$ cat config.mk
export PLATFORM = sky130hd
export DESIGN_NAME = fcs_guard
export DESIGN_NICKNAME = d
export VERILOG_FILES = /design/src/rtl/fcs_pkg.sv /design/src/rtl/fcs_engine.sv /design/src/rtl/fcs_seq.sv /design/src/rtl/fcs_guard.sv
export SDC_FILE = /design/constraint.sdc
export NUM_CORES = 1
export LEC_CHECK = 0
export ABC_AREA = 1
export CAP_MARGIN = 5
export CORE_ASPECT_RATIO = 1.4
export CORE_MARGIN = 10
export CORE_UTILIZATION = 35
export CTS_CLUSTER_SIZE = 12
export DETAILED_ROUTE_END_ITERATION = 8
export GPL_ROUTABILITY_DRIVEN = 0
export HOLD_SLACK_MARGIN = 0.1
export PLACE_DENSITY_LB_ADDON = 0.12
export SLEW_MARGIN = 20
export SYNTH_ARGS = -nofsm -noshare
export SYNTH_HDL_FRONTEND = slang
export SYNTH_SLANG_ARGS = --single-unit
$ cat constraint.sdc
create_clock -name clk -period 1.79 [get_ports clk]
set_input_delay 0.358 -clock clk [delete_from_list [all_inputs] [get_ports clk]]
set_output_delay 0.358 -clock clk [all_outputs]
set_load 0.005 [all_outputs]
$ cat src/rtl/fcs_pkg.sv
package fcs_pkg;
    localparam int CODE_W = 8;

    localparam logic [CODE_W-1:0] CODE_PROG  = 8'h21;
    localparam logic [CODE_W-1:0] CODE_SECT  = 8'h42;
    localparam logic [CODE_W-1:0] CODE_MASS  = 8'h43;
    localparam logic [CODE_W-1:0] CODE_COMP  = 8'h05;
    localparam logic [CODE_W-1:0] CODE_ABORT = 8'h47;

    localparam logic [1:0] SEL_STAT = 2'd0;
    localparam logic [1:0] SEL_CMD  = 2'd1;

    localparam int STAT_GO    = 0;
    localparam int STAT_PVCLR = 1;
    localparam int STAT_ACCLR = 2;

    typedef enum logic [1:0] {SQ_IDLE, SQ_WORD, SQ_CMD} seq_st_e;
    typedef enum logic [2:0] {OP_PROG, OP_SECT, OP_MASS, OP_COMP, OP_ABORT} op_e;

    function automatic logic code_ok(input logic [CODE_W-1:0] c);
        return c inside {CODE_PROG, CODE_SECT, CODE_MASS, CODE_COMP, CODE_ABORT};
    endfunction

    function automatic op_e code_op(input logic [CODE_W-1:0] c);
        case (c)
            CODE_SECT:  return OP_SECT;
            CODE_MASS:  return OP_MASS;
            CODE_COMP:  return OP_COMP;
            CODE_ABORT: return OP_ABORT;
            default:    return OP_PROG;
        endcase
    endfunction
endpackage

$ cat src/rtl/fcs_engine.sv
module fcs_engine
    import fcs_pkg::*;
#(
    parameter int BUSY_CYC = 16
) (
    input  logic clk,
    input  logic rst_n,
    input  logic kill,
    input  logic go,
    input  op_e  go_op,
    output logic busy_o,
    output op_e  op_o,
    output logic pend_o
);
    localparam int TW = $clog2(BUSY_CYC + 1);
    localparam logic [TW-1:0] TLOAD = TW'(BUSY_CYC);

    typedef struct packed {
        logic          busy;
        op_e           op;
        logic [TW-1:0] tmr;
        logic          pend;
        op_e           pop;
    } eng_s;

    eng_s q, d;

    always_comb begin
        d = q;
        if (kill) begin
            d.busy = 1'b0;
            d.pend = 1'b0;
        end else begin
            if (q.busy) begin
                if (q.tmr == TW'(1)) d.busy = 1'b0;
                else                 d.tmr  = q.tmr - TW'(1);
            end
            if (go && go_op == OP_ABORT && q.busy && q.op == OP_SECT) begin
                d.busy = 1'b1;
                d.op   = OP_ABORT;
                d.tmr  = TLOAD;
            end else if (go) begin
                if (!d.busy) begin
                    d.busy = 1'b1;
                    d.op   = go_op;
                    d.tmr  = TLOAD;
                end else begin
                    d.pend = 1'b1;
                    d.pop  = go_op;
                end
            end else if (q.pend && !d.busy) begin
                d.busy = 1'b1;
                d.op   = q.pop;
                d.tmr  = TLOAD;
                d.pend = 1'b0;
            end
        end
    end

    always_ff @(posedge clk) begin
        if (!rst_n) begin
            q <= '{busy: 1'b0, op: OP_PROG, tmr: '0, pend: 1'b0, pop: OP_PROG};
        end else begin
            q <= d;
        end
    end

    assign busy_o = q.busy;
    assign op_o   = q.op;
    assign pend_o = q.pend;
endmodule

$ cat src/rtl/fcs_seq.sv
module fcs_seq
    import fcs_pkg::*;
#(
    parameter int AW   = 12,
    parameter int NREG = 4
) (
    input  logic              clk,
    input  logic              rst_n,
    input  logic              wr_en,
    input  logic              arr_sel,
    input  logic              byte_wr,
    input  logic [AW-1:0]     addr,
    input  logic [1:0]        reg_sel,
    input  logic [CODE_W-1:0] wdata,
    input  logic              div_ready,
    input  logic              secure_en,
    input  logic              secure_origin,
    input  logic [NREG-1:0]   prot_en,
    input  logic              stop_req,
    input  logic              eng_busy,
    input  op_e               eng_op,
    input  logic              eng_pend,
    output logic              go,
    output op_e               go_op,
    output logic              kill,
    output logic              acc_err,
    output logic              prot_viol,
    output logic              launch,
    output logic [AW-1:0]     launch_addr,
    output logic [CODE_W-1:0] launch_cmd
);
    localparam int RW = $clog2(NREG);

    typedef struct packed {
        seq_st_e           st;
        logic              acc;
        logic              pv;
        logic [AW-1:0]     addr;
        logic [CODE_W-1:0] cmd;
        op_e               op;
        logic              launch;
        logic [AW-1:0]     laddr;
        logic [CODE_W-1:0] lcmd;
    } seq_s;

    seq_s q, d;

    logic          flag_any;
    logic          busy_slow;
    logic          busy_hv;
    logic [RW-1:0] region;
    op_e           new_op;

    always_comb begin
        flag_any  = q.acc || q.pv;
        busy_slow = eng_busy && (eng_op == OP_COMP || eng_op == OP_ABORT);
        busy_hv   = eng_busy && (eng_op == OP_PROG || eng_op == OP_SECT || eng_op == OP_MASS);
        region    = q.addr[AW-1 -: RW];
        new_op    = code_op(wdata);

        d        = q;
        d.launch = 1'b0;
        go       = 1'b0;
        go_op    = q.op;
        kill     = 1'b0;

        if (stop_req && busy_hv) begin
            kill  = 1'b1;
            d.acc = 1'b1;
            d.st  = SQ_IDLE;
        end else if (wr_en && arr_sel) begin
            if (!flag_any) begin
                if (q.st != SQ_IDLE) begin
                    d.acc = 1'b1;
                    d.st  = SQ_IDLE;
                end else if (!div_ready || byte_wr || addr[0] || busy_slow) begin
                    d.acc = 1'b1;
                end else if (!eng_pend) begin
                    d.addr = addr;
                    d.st   = SQ_WORD;
                end
            end
        end else if (wr_en) begin
            if (reg_sel == SEL_STAT) begin
                if (wdata[STAT_PVCLR]) d.pv  = 1'b0;
                if (wdata[STAT_ACCLR]) d.acc = 1'b0;
                if (q.st == SQ_WORD) begin
                    d.acc = 1'b1;
                    d.st  = SQ_IDLE;
                end else if (q.st == SQ_CMD) begin
                    d.st = SQ_IDLE;
                    if (wdata[STAT_GO]) begin
                        go       = 1'b1;
                        d.launch = 1'b1;
                        d.laddr  = q.addr;
                        d.lcmd   = q.cmd;
                        if (q.op == OP_ABORT && eng_busy && eng_op == OP_SECT) d.acc = 1'b1;
                    end else begin
                        d.acc = 1'b1;
                    end
                end
            end else if (reg_sel == SEL_CMD) begin
                if (!flag_any && q.st == SQ_CMD) begin
                    d.acc = 1'b1;
                    d.st  = SQ_IDLE;
                end else if (!flag_any && q.st == SQ_WORD) begin
                    d.st = SQ_IDLE;
                    if (!code_ok(wdata)) begin
                        d.acc = 1'b1;
                    end else if (secure_en && !secure_origin && wdata != CODE_MASS) begin
                        d.acc = 1'b1;
                    end else if ((new_op == OP_PROG || new_op == OP_SECT) && prot_en[region]) begin
                        d.pv = 1'b1;
                    end else if (new_op == OP_MASS && |prot_en) begin
                        d.pv = 1'b1;
                    end else begin
                        d.cmd = wdata;
                        d.op  = new_op;
                        d.st  = SQ_CMD;
                    end
                end
            end else if (q.st != SQ_IDLE) begin
                d.acc = 1'b1;
                d.st  = SQ_IDLE;
            end
        end
    end

    always_ff @(posedge clk) begin
        if (!rst_n) begin
            q <= '{st: SQ_IDLE, acc: 1'b0, pv: 1'b0, addr: '0, cmd: '0, op: OP_PROG,
                   launch: 1'b0, laddr: '0, lcmd: '0};
        end else begin
            q <= d;
        end
    end

    assign acc_err     = q.acc;
    assign prot_viol   = q.pv;
    assign launch      = q.launch;
    assign launch_addr = q.laddr;
    assign launch_cmd  = q.lcmd;
endmodule

$ cat src/rtl/fcs_guard.sv
module fcs_guard
    import fcs_pkg::*;
#(
    parameter int AW       = 12,
    parameter int NREG     = 4,
    parameter int BUSY_CYC = 16
) (
    input  logic              clk,
    input  logic              rst_n,
    input  logic              wr_en,
    input  logic              rd_en,
    input  logic              arr_sel,
    input  logic              byte_wr,
    input  logic [AW-1:0]     addr,
    input  logic [1:0]        reg_sel,
    input  logic [CODE_W-1:0] wdata,
    input  logic              div_ready,
    input  logic              secure_en,
    input  logic              secure_origin,
    input  logic [NREG-1:0]   prot_en,
    input  logic              stop_req,
    output logic              buf_empty,
    output logic              cmd_done,
    output logic              acc_err,
    output logic              prot_viol,
    output logic              launch,
    output logic [AW-1:0]     launch_addr,
    output logic [CODE_W-1:0] launch_cmd,
    output logic              rd_invalid
);
    logic eng_busy, eng_pend, go, kill;
    op_e  eng_op, go_op;

    fcs_seq #(.AW(AW), .NREG(NREG)) u_seq (
        .clk(clk), .rst_n(rst_n), .wr_en(wr_en), .arr_sel(arr_sel), .byte_wr(byte_wr),
        .addr(addr), .reg_sel(reg_sel), .wdata(wdata), .div_ready(div_ready),
        .secure_en(secure_en), .secure_origin(secure_origin), .prot_en(prot_en),
        .stop_req(stop_req), .eng_busy(eng_busy), .eng_op(eng_op), .eng_pend(eng_pend),
        .go(go), .go_op(go_op), .kill(kill), .acc_err(acc_err), .prot_viol(prot_viol),
        .launch(launch), .launch_addr(launch_addr), .launch_cmd(launch_cmd)
    );

    fcs_engine #(.BUSY_CYC(BUSY_CYC)) u_eng (
        .clk(clk), .rst_n(rst_n), .kill(kill), .go(go), .go_op(go_op),
        .busy_o(eng_busy), .op_o(eng_op), .pend_o(eng_pend)
    );

    assign buf_empty  = !eng_pend;
    assign cmd_done   = !eng_busy && !eng_pend;
    assign rd_invalid = rd_en && arr_sel && !cmd_done;
endmodule

==> results of run 1 <==
## synth_stat cells, drive strengths merged
library cell and instances:
and2 1, nand3 31, ha 5, nor4 1, o21ai 31, a211oi 2, or2 1, a31oi 1
clkbuf 5, nor2 77, nor3 2, a21oi 42, o31ai 1, buf 29, nand4 6, nor3b 1
nand2 126, inv 65, dfxtp 61
## cells in the final DEF (no fill, tap or decap), types with 2 or more instances in the layout
master / instances
a21oi_1: 41
nand2_2: 15
bufinv_16: 2
nand2_1: 107
dfxtp_1: 58
clkbuf_16: 9
inv_2: 7
clkinvlp_4: 3
nand3_1: 26
buf_12: 2
buf_4: 51
buf_6: 2
nor2_2: 7
clkdlybuf4s50_1: 56
nor2_4: 6
nand3_4: 3
ha_1: 3
dfxtp_2: 3
inv_1: 57
o21ai_0: 29
dlymetal6s2s_1: 4
nand3_2: 3
nand4_1: 5
nor2_1: 63
nand2_4: 4
o21ai_1: 2
## kinds of logic (layout without fill, tap and decap cells)
group,count (synthesis),count (layout)
AO/OA/AOI/OAI,77,77
adder cells (fa/ha/maj),5,5
flip-flops,61,61
buffers and inverters,99,197
AND/OR/NAND/NOR,246,247
## final cells by class
| cell class | count | area, um^2 |
|---|---|---|
| multi-input cells | 329 | 1700 |
| well taps | 107 | 133.9 |
| clock inverters | 7 | 97.59 |
| repair buffers | 116 | 1065 |
| clock buffers | 9 | 225.2 |
| flip-flops and latches | 61 | 1225 |
| inverters | 65 | 247.7 |
| fillers | 930 | 4334 |
## routing by layer
metal / share of wire (%) / wire length [um] / vias to the layer above / track usage [%]
met5: 0 / 0 / - / 0
met4: 1.3 / 117 / 0 / 4.193
met3: 5.1 / 458 / 13 / 4.113
met2: 49 / 4368 / 67 / 21.99
met1: 44 / 3962 / 1443 / 15.55
li1: - / - / 1709 / -
## where the power goes
| group | internal (mW) | switching, mW |
|---|---|---|
| clock | 1.22 | 0.651 |
| combinational | 0.193 | 0.190 |
| sequential | 1.37 | 0.0124 |
## state kept, by name, indices dropped and copies added (netlist names)
name,count
u_eng.pend_o,1
u_seq.q,22
u_seq.launch,1
u_seq.prot_viol,1
u_eng.busy_o,1
u_seq.launch_cmd,8
u_seq.launch_addr,12
u_eng.q,8
u_seq.acc_err,1
u_seq.go_op,3
u_eng.op_o,3
## through the flow
step	instances	hold slack, ns
finish	694	0.3747
global route	694	0.4253
CTS	693	0.4547
detailed placement	676	0.4463
global placement	676	0.4398
floorplan	488	0.4246
## worst reg2reg max path: stages (launching register included)
cell,delay (ns)
dfxtp_2,0.35
inv_1,0.07
ha_1,0.19
inv_1,0.10
nand3_2,0.09
nor2_4,0.14
buf_4,0.14
nand4_4,0.11
buf_6,0.15
o21ai_0,0.14
a21oi_1,0.06
## repair_timing
| item | CTS | global route |
|---|---|---|
| pin swaps | 1 | 7 |
| setup endpoints to repair | 4 | 55 |
| setup buffers | 1 | 0 |
| resized for setup | 4 | 44 |
| cloned | 0 | 1 |
## worst min-delay path by stage
stage / to / cells after the start / slack (ns) / startpoint
5_1_grt: u_seq.q[30] / 3 / 0.43 / wdata[6]
4_1_cts: u_seq.launch_cmd[2] / 2 / 0.45 / u_seq.q[26]
2_1_floorplan: u_eng.q[0] / 2 / 0.42 / u_eng.q[0]
3_3_place_gp: u_eng.q[1] / 2 / 0.44 / u_eng.q[1]
6_report: u_seq.q[30] / 3 / 0.37 / wdata[6]
3_5_place_dp: u_seq.launch_cmd[0] / 2 / 0.45 / u_seq.q[24]
==> flow_summary.yaml, run 1 <==
sta:
  max_slew_margin_pct: 75.67
  finClkSkew_ns: 0.004002
  post-route-worst-setup-slack_ns: 0.09780
  fin_setup_tns_ns: 0
  setup_violations: 0
  drv_slew: 0
  finalCritPeriodShare_pct: 94.54
  max_clock_freq_mhz: 590.9
  hold_viol_final: 0
  tightest_slew_ns: 0.3636
  period_needed_ns: 1.692
worst_setup_path:
  crit_family: "buffers and inverters"
  worst-path-buf-inv: 1
  worstSetupStartpoint: "u_eng.busy_o"
  cp_data_arrival_time_ns: 1.33
  crit_path_max_incr_delay_ns: 0.51
  critical_path.cell_chain: "nor2_2, clkdlybuf4s50_1"
  r2r-start: "u_seq.q[47]"
  crit_required_ns: 1.43
  crit_path_end_kind: "primary output"
  path_depth: 2
  r2r-end: "u_eng.q[0]"
  crit_type: "flop to primary output"
  r2r_slack_ns: 0.13
  cp_max_fo: 6
  crit_end: "cmd_done"
  crit_path_top_delay_cell: "clkdlybuf4s50_1"
  cp-start-kind: "flop"
  reg2reg_depth: 10
drt:
  vias_per_cell: 4.657
  drc: 0
  first_pass_iters: 4
  first_iter_violations: 129
  via_count: 3232
  drt_wl_total_um: 8906
  wl_per_cell_um: 12.83
  drtAntennaViolNets: 0
synth:
  synth_compound_area_share_pct: 12.24
  yosysUniqueCellTypes: 30
  syn_area_um2: 3249
  synthSimpleGateAreaFrac_pct: 33.65
  synth.largest_area_cell: "dfxtp_1"
  yosysSeqAreaShare_pct: 37.58
  synth_cells: 488
  synth_top_family_by_area: "simple AND/OR/NAND/NOR gates"
  synth_area_leaders: "dfxtp_1 (38%), nand2_1 (13%), nor2_1 (8.0%)"
  syn-num-nets: 529
  yosysWarnings: 0
  yosysTopAreaCellShare_pct: 37.58
  muxShareOfSynthArea_pct: 0
  synth-xor-area-share_pct: 0
  synth_area_per_cell_um2: 6.659
  synth-seq-cells: 61
  synth-adder-area-share_pct: 1.925
floorplanning:
  core.rowCount: 41
  start_util_pct: 35.99
  die_y_um: 134.0
  num_io_pins: 62
  die_area_um2: 13590
  die-width_um: 101.4
  core-area_um2: 9029
placement:
  dpl_worst_slack_ns: -0.3560
  port_buffers: 61
  dpl-instance-area_um2: 4182
  dp_hpwl_um: 6736
finish:
  layout-drive-gt1-share_pct: 21.98
  area_growth_pct: 44.47
  num_antenna_cells: 0
  fin_util_pct: 52.00
  nNetsFinal: 623
  finish.instance_area_um2: 4695
cts:
  cts_sinks: 61
  cts_tree: "built"
  ctsHoldBuffers: 0
  cts.clk_slew.worst_paths_ns: 0.05
  htree_levels: 3
  root_buffer: "clkbuf_16"
  clock_latency_ns: 0.32
  cts_buffers: 9
  cts_buffer_depth: 2
global_route:
  grt-ovfl-total: 0
  antenna_found_initial: 0
  grt_pass1_wl_um: 14990
  grt_pass1_vias: 3260
  grt_max_degree: 20
  grt_use_total_pct: 13.20
power:
  powerDensity_nw_per_um2: 776.0
  power_leakage_nw: 2.169
  ir_drop_v: 0.0006063
  power.total_mw: 3.643
job:
  cap_viol_max_count: 0
run_status:
  status: "complete, no violations"
worst_hold_path:
  hold_class: "primary input to flop"
(Power assumes the default switching activity.)
==> run 2: changes to the inputs <==
- CELL_PAD_IN_SITES_DETAIL_PLACEMENT: not set -> 1
- CELL_PAD_IN_SITES_GLOBAL_PLACEMENT: not set -> 1
==> run 2 against run 1 <==
Non-clock buffer count is 8 higher. Sequential power hardly changed. Routed wire length is 13% higher. Critical path depth is 8 higher. Power is 4.1% lower. Global-route usage is 2.0 points higher. Combinational power is 5.2% higher. Sequential share of layout area hardly changed. Count of clock-buffer cells in the layout stayed put. Largest power group unchanged. Highest routed layer unchanged.
==> flow_summary.yaml, run 2 (synthesized netlist as in run 1, its figures left out) <==
sta:
  max_slew_margin_pct: 77.35
  post-route-worst-setup-slack_ns: 0.07690
  setup_violations: 0
  drv_slew: 0
  period_needed_ns: 1.713
  finClkSkew_ns: 0.008598
  max_clock_freq_mhz: 583.7
  hold_viol_final: 0
  finalCritPeriodShare_pct: 95.70
  rsz0062_at_grt: "yes"
  tightest_slew_ns: 0.3385
run_status:
  status: "complete, no violations"
power:
  p_sw_share_pct: 24.06
  intPower_mw: 2.654
  p_seq_share_pct: 39.6
  clockPowerShare_pct: 48.9
  ir_drop_v: 0.0005743
  power_leakage_nw: 2.166
  switching_power_mw: 0.8409
  combPwrFrac_pct: 11.5
  powerDensity_nw_per_um2: 742.4
worst_hold_path:
  min_from: "u_eng.q[1]"
  hold_class: "flop to flop"
worst_setup_path:
  r2r-start: "u_seq.q[47]"
  crit_required_ns: 2.05
  cp-start-kind: "primary input"
  crit_type: "primary input to flop"
  cp_data_arrival_time_ns: 1.97
  worstSetupStartpoint: "wr_en"
  crit_path_end_kind: "flop"
  cp_max_fo: 8
floorplanning:
  die_y_um: 134.0
  die_area_um2: 13590
  start_util_pct: 35.99
  die-width_um: 101.4
  num_io_pins: 62
  core.rowCount: 41
  core-area_um2: 9029
drt:
  vias_per_cell: 4.822
  drtAntennaViolNets: 0
  drc: 0
  via_count: 3385
  first_pass_iters: 4
  wl_per_cell_um: 14.38
  first_iter_violations: 80
  drt_wl_total_um: 10100
cts:
  cts_buffer_depth: 2
  root_buffer: "clkbuf_16"
  cts.clk_slew.worst_paths_ns: 0.05
  ctsHoldBuffers: 0
  cts_sinks: 61
  cts_buffers: 9
  cts_tree: "built"
  clock_latency_ns: 0.33
  htree_levels: 3
finish:
  layout_commonest_cell: "nand2_1"
  most-common-layout-cells: "nand2_1 (107), nor2_1 (64), buf_4 (60), clkdlybuf4s50_1 (57), dfxtp_1 (57)"
  num_antenna_cells: 0
  largest_reg_flops: 22
  layout-drive-gt1-share_pct: 23.53
  fin_util_pct: 52.13
  area_growth_pct: 44.86
  top_register: "u_seq.q"
  nNetsFinal: 631
global_route:
  grt_max_degree: 22
  antenna_found_initial: 0
  grt_pass1_vias: 3644
  grt_use_total_pct: 15.22
  grt_pass1_wl_um: 16970
  grt-ovfl-total: 0
job:
  cap_viol_max_count: 0
placement:
  dp_hpwl_um: 7729
  dpl_worst_slack_ns: -0.4014
  port_buffers: 61
## run 2: layer usage
layer  routed length (um)  global-route usage, %  vias up
met4                  117                  5.435        0
met3                  376                  3.496        9
met1                 4020                  16.02     1616
met5                    0                      0        -
li1                     -                      -     1721
met2                 5583                  28.15       39
## run 2: repair_timing
item,in CTS,in global routing
gates cloned,1,0
endpoints found under the hold margin,0,0
resized for setup,11,36
pin swaps,2,9
setup buffers,1,4
setup endpoints to repair,39,59
## run 2: cell type report
type	count	area, um^2
Clock buffer	9	225.2
Multi-Input combinational cell	329	1684
Tap cell	107	133.9
Sequential cell	61	1226
Inverter	65	247.7
Timing Repair Buffer	124	1116
Fill cell	1178	4322
Clock inverter	7	73.82
## run 2: worst paths after layout
check	cells after the start	slack [ns]	end
max	10	0.08	u_seq.go_op[2]
min	2	0.44	u_eng.q[1]
max reg2reg	10	0.13	u_eng.q[0]
min reg2reg	2	0.44	u_eng.q[1]
## run 2: metrics by stage
step	TNS (ns)	cell area [um^2]	instances	power [mW]	hold WS, ns
floorplan	0	3249	488	1.571	0.4246
finish	0	4707	702	3.495	0.4432
global placement	-16.28	4224	680	1.774	0.4418
detailed placement	-19.22	4224	680	1.783	0.4404
global route	-0.07922	4707	702	3.671	0.4823
CTS	0	4587	698	3.517	0.4486
## run 2: critical path: stages
cell             delay, ns
clkdlybuf4s50_1       0.53
inv_1                 0.12
nor3_4                0.18
buf_4                 0.14
nand3_4               0.09
nor2_8                0.15
nand3_4               0.14
nand2_1               0.10
inv_1                 0.05
nor2_1                0.10
## run 2: power by group through the flow
stage / sequential (mW) / combinational (mW) / clock, mW
4_1_cts: 1.38 / 0.382 / 1.75
2_1_floorplan: 1.41 / 0.160 / 0
5_1_grt: 1.39 / 0.447 / 1.84
3_5_place_dp: 1.41 / 0.370 / 0
6_report: 1.38 / 0.403 / 1.71
3_3_place_gp: 1.41 / 0.362 / 0
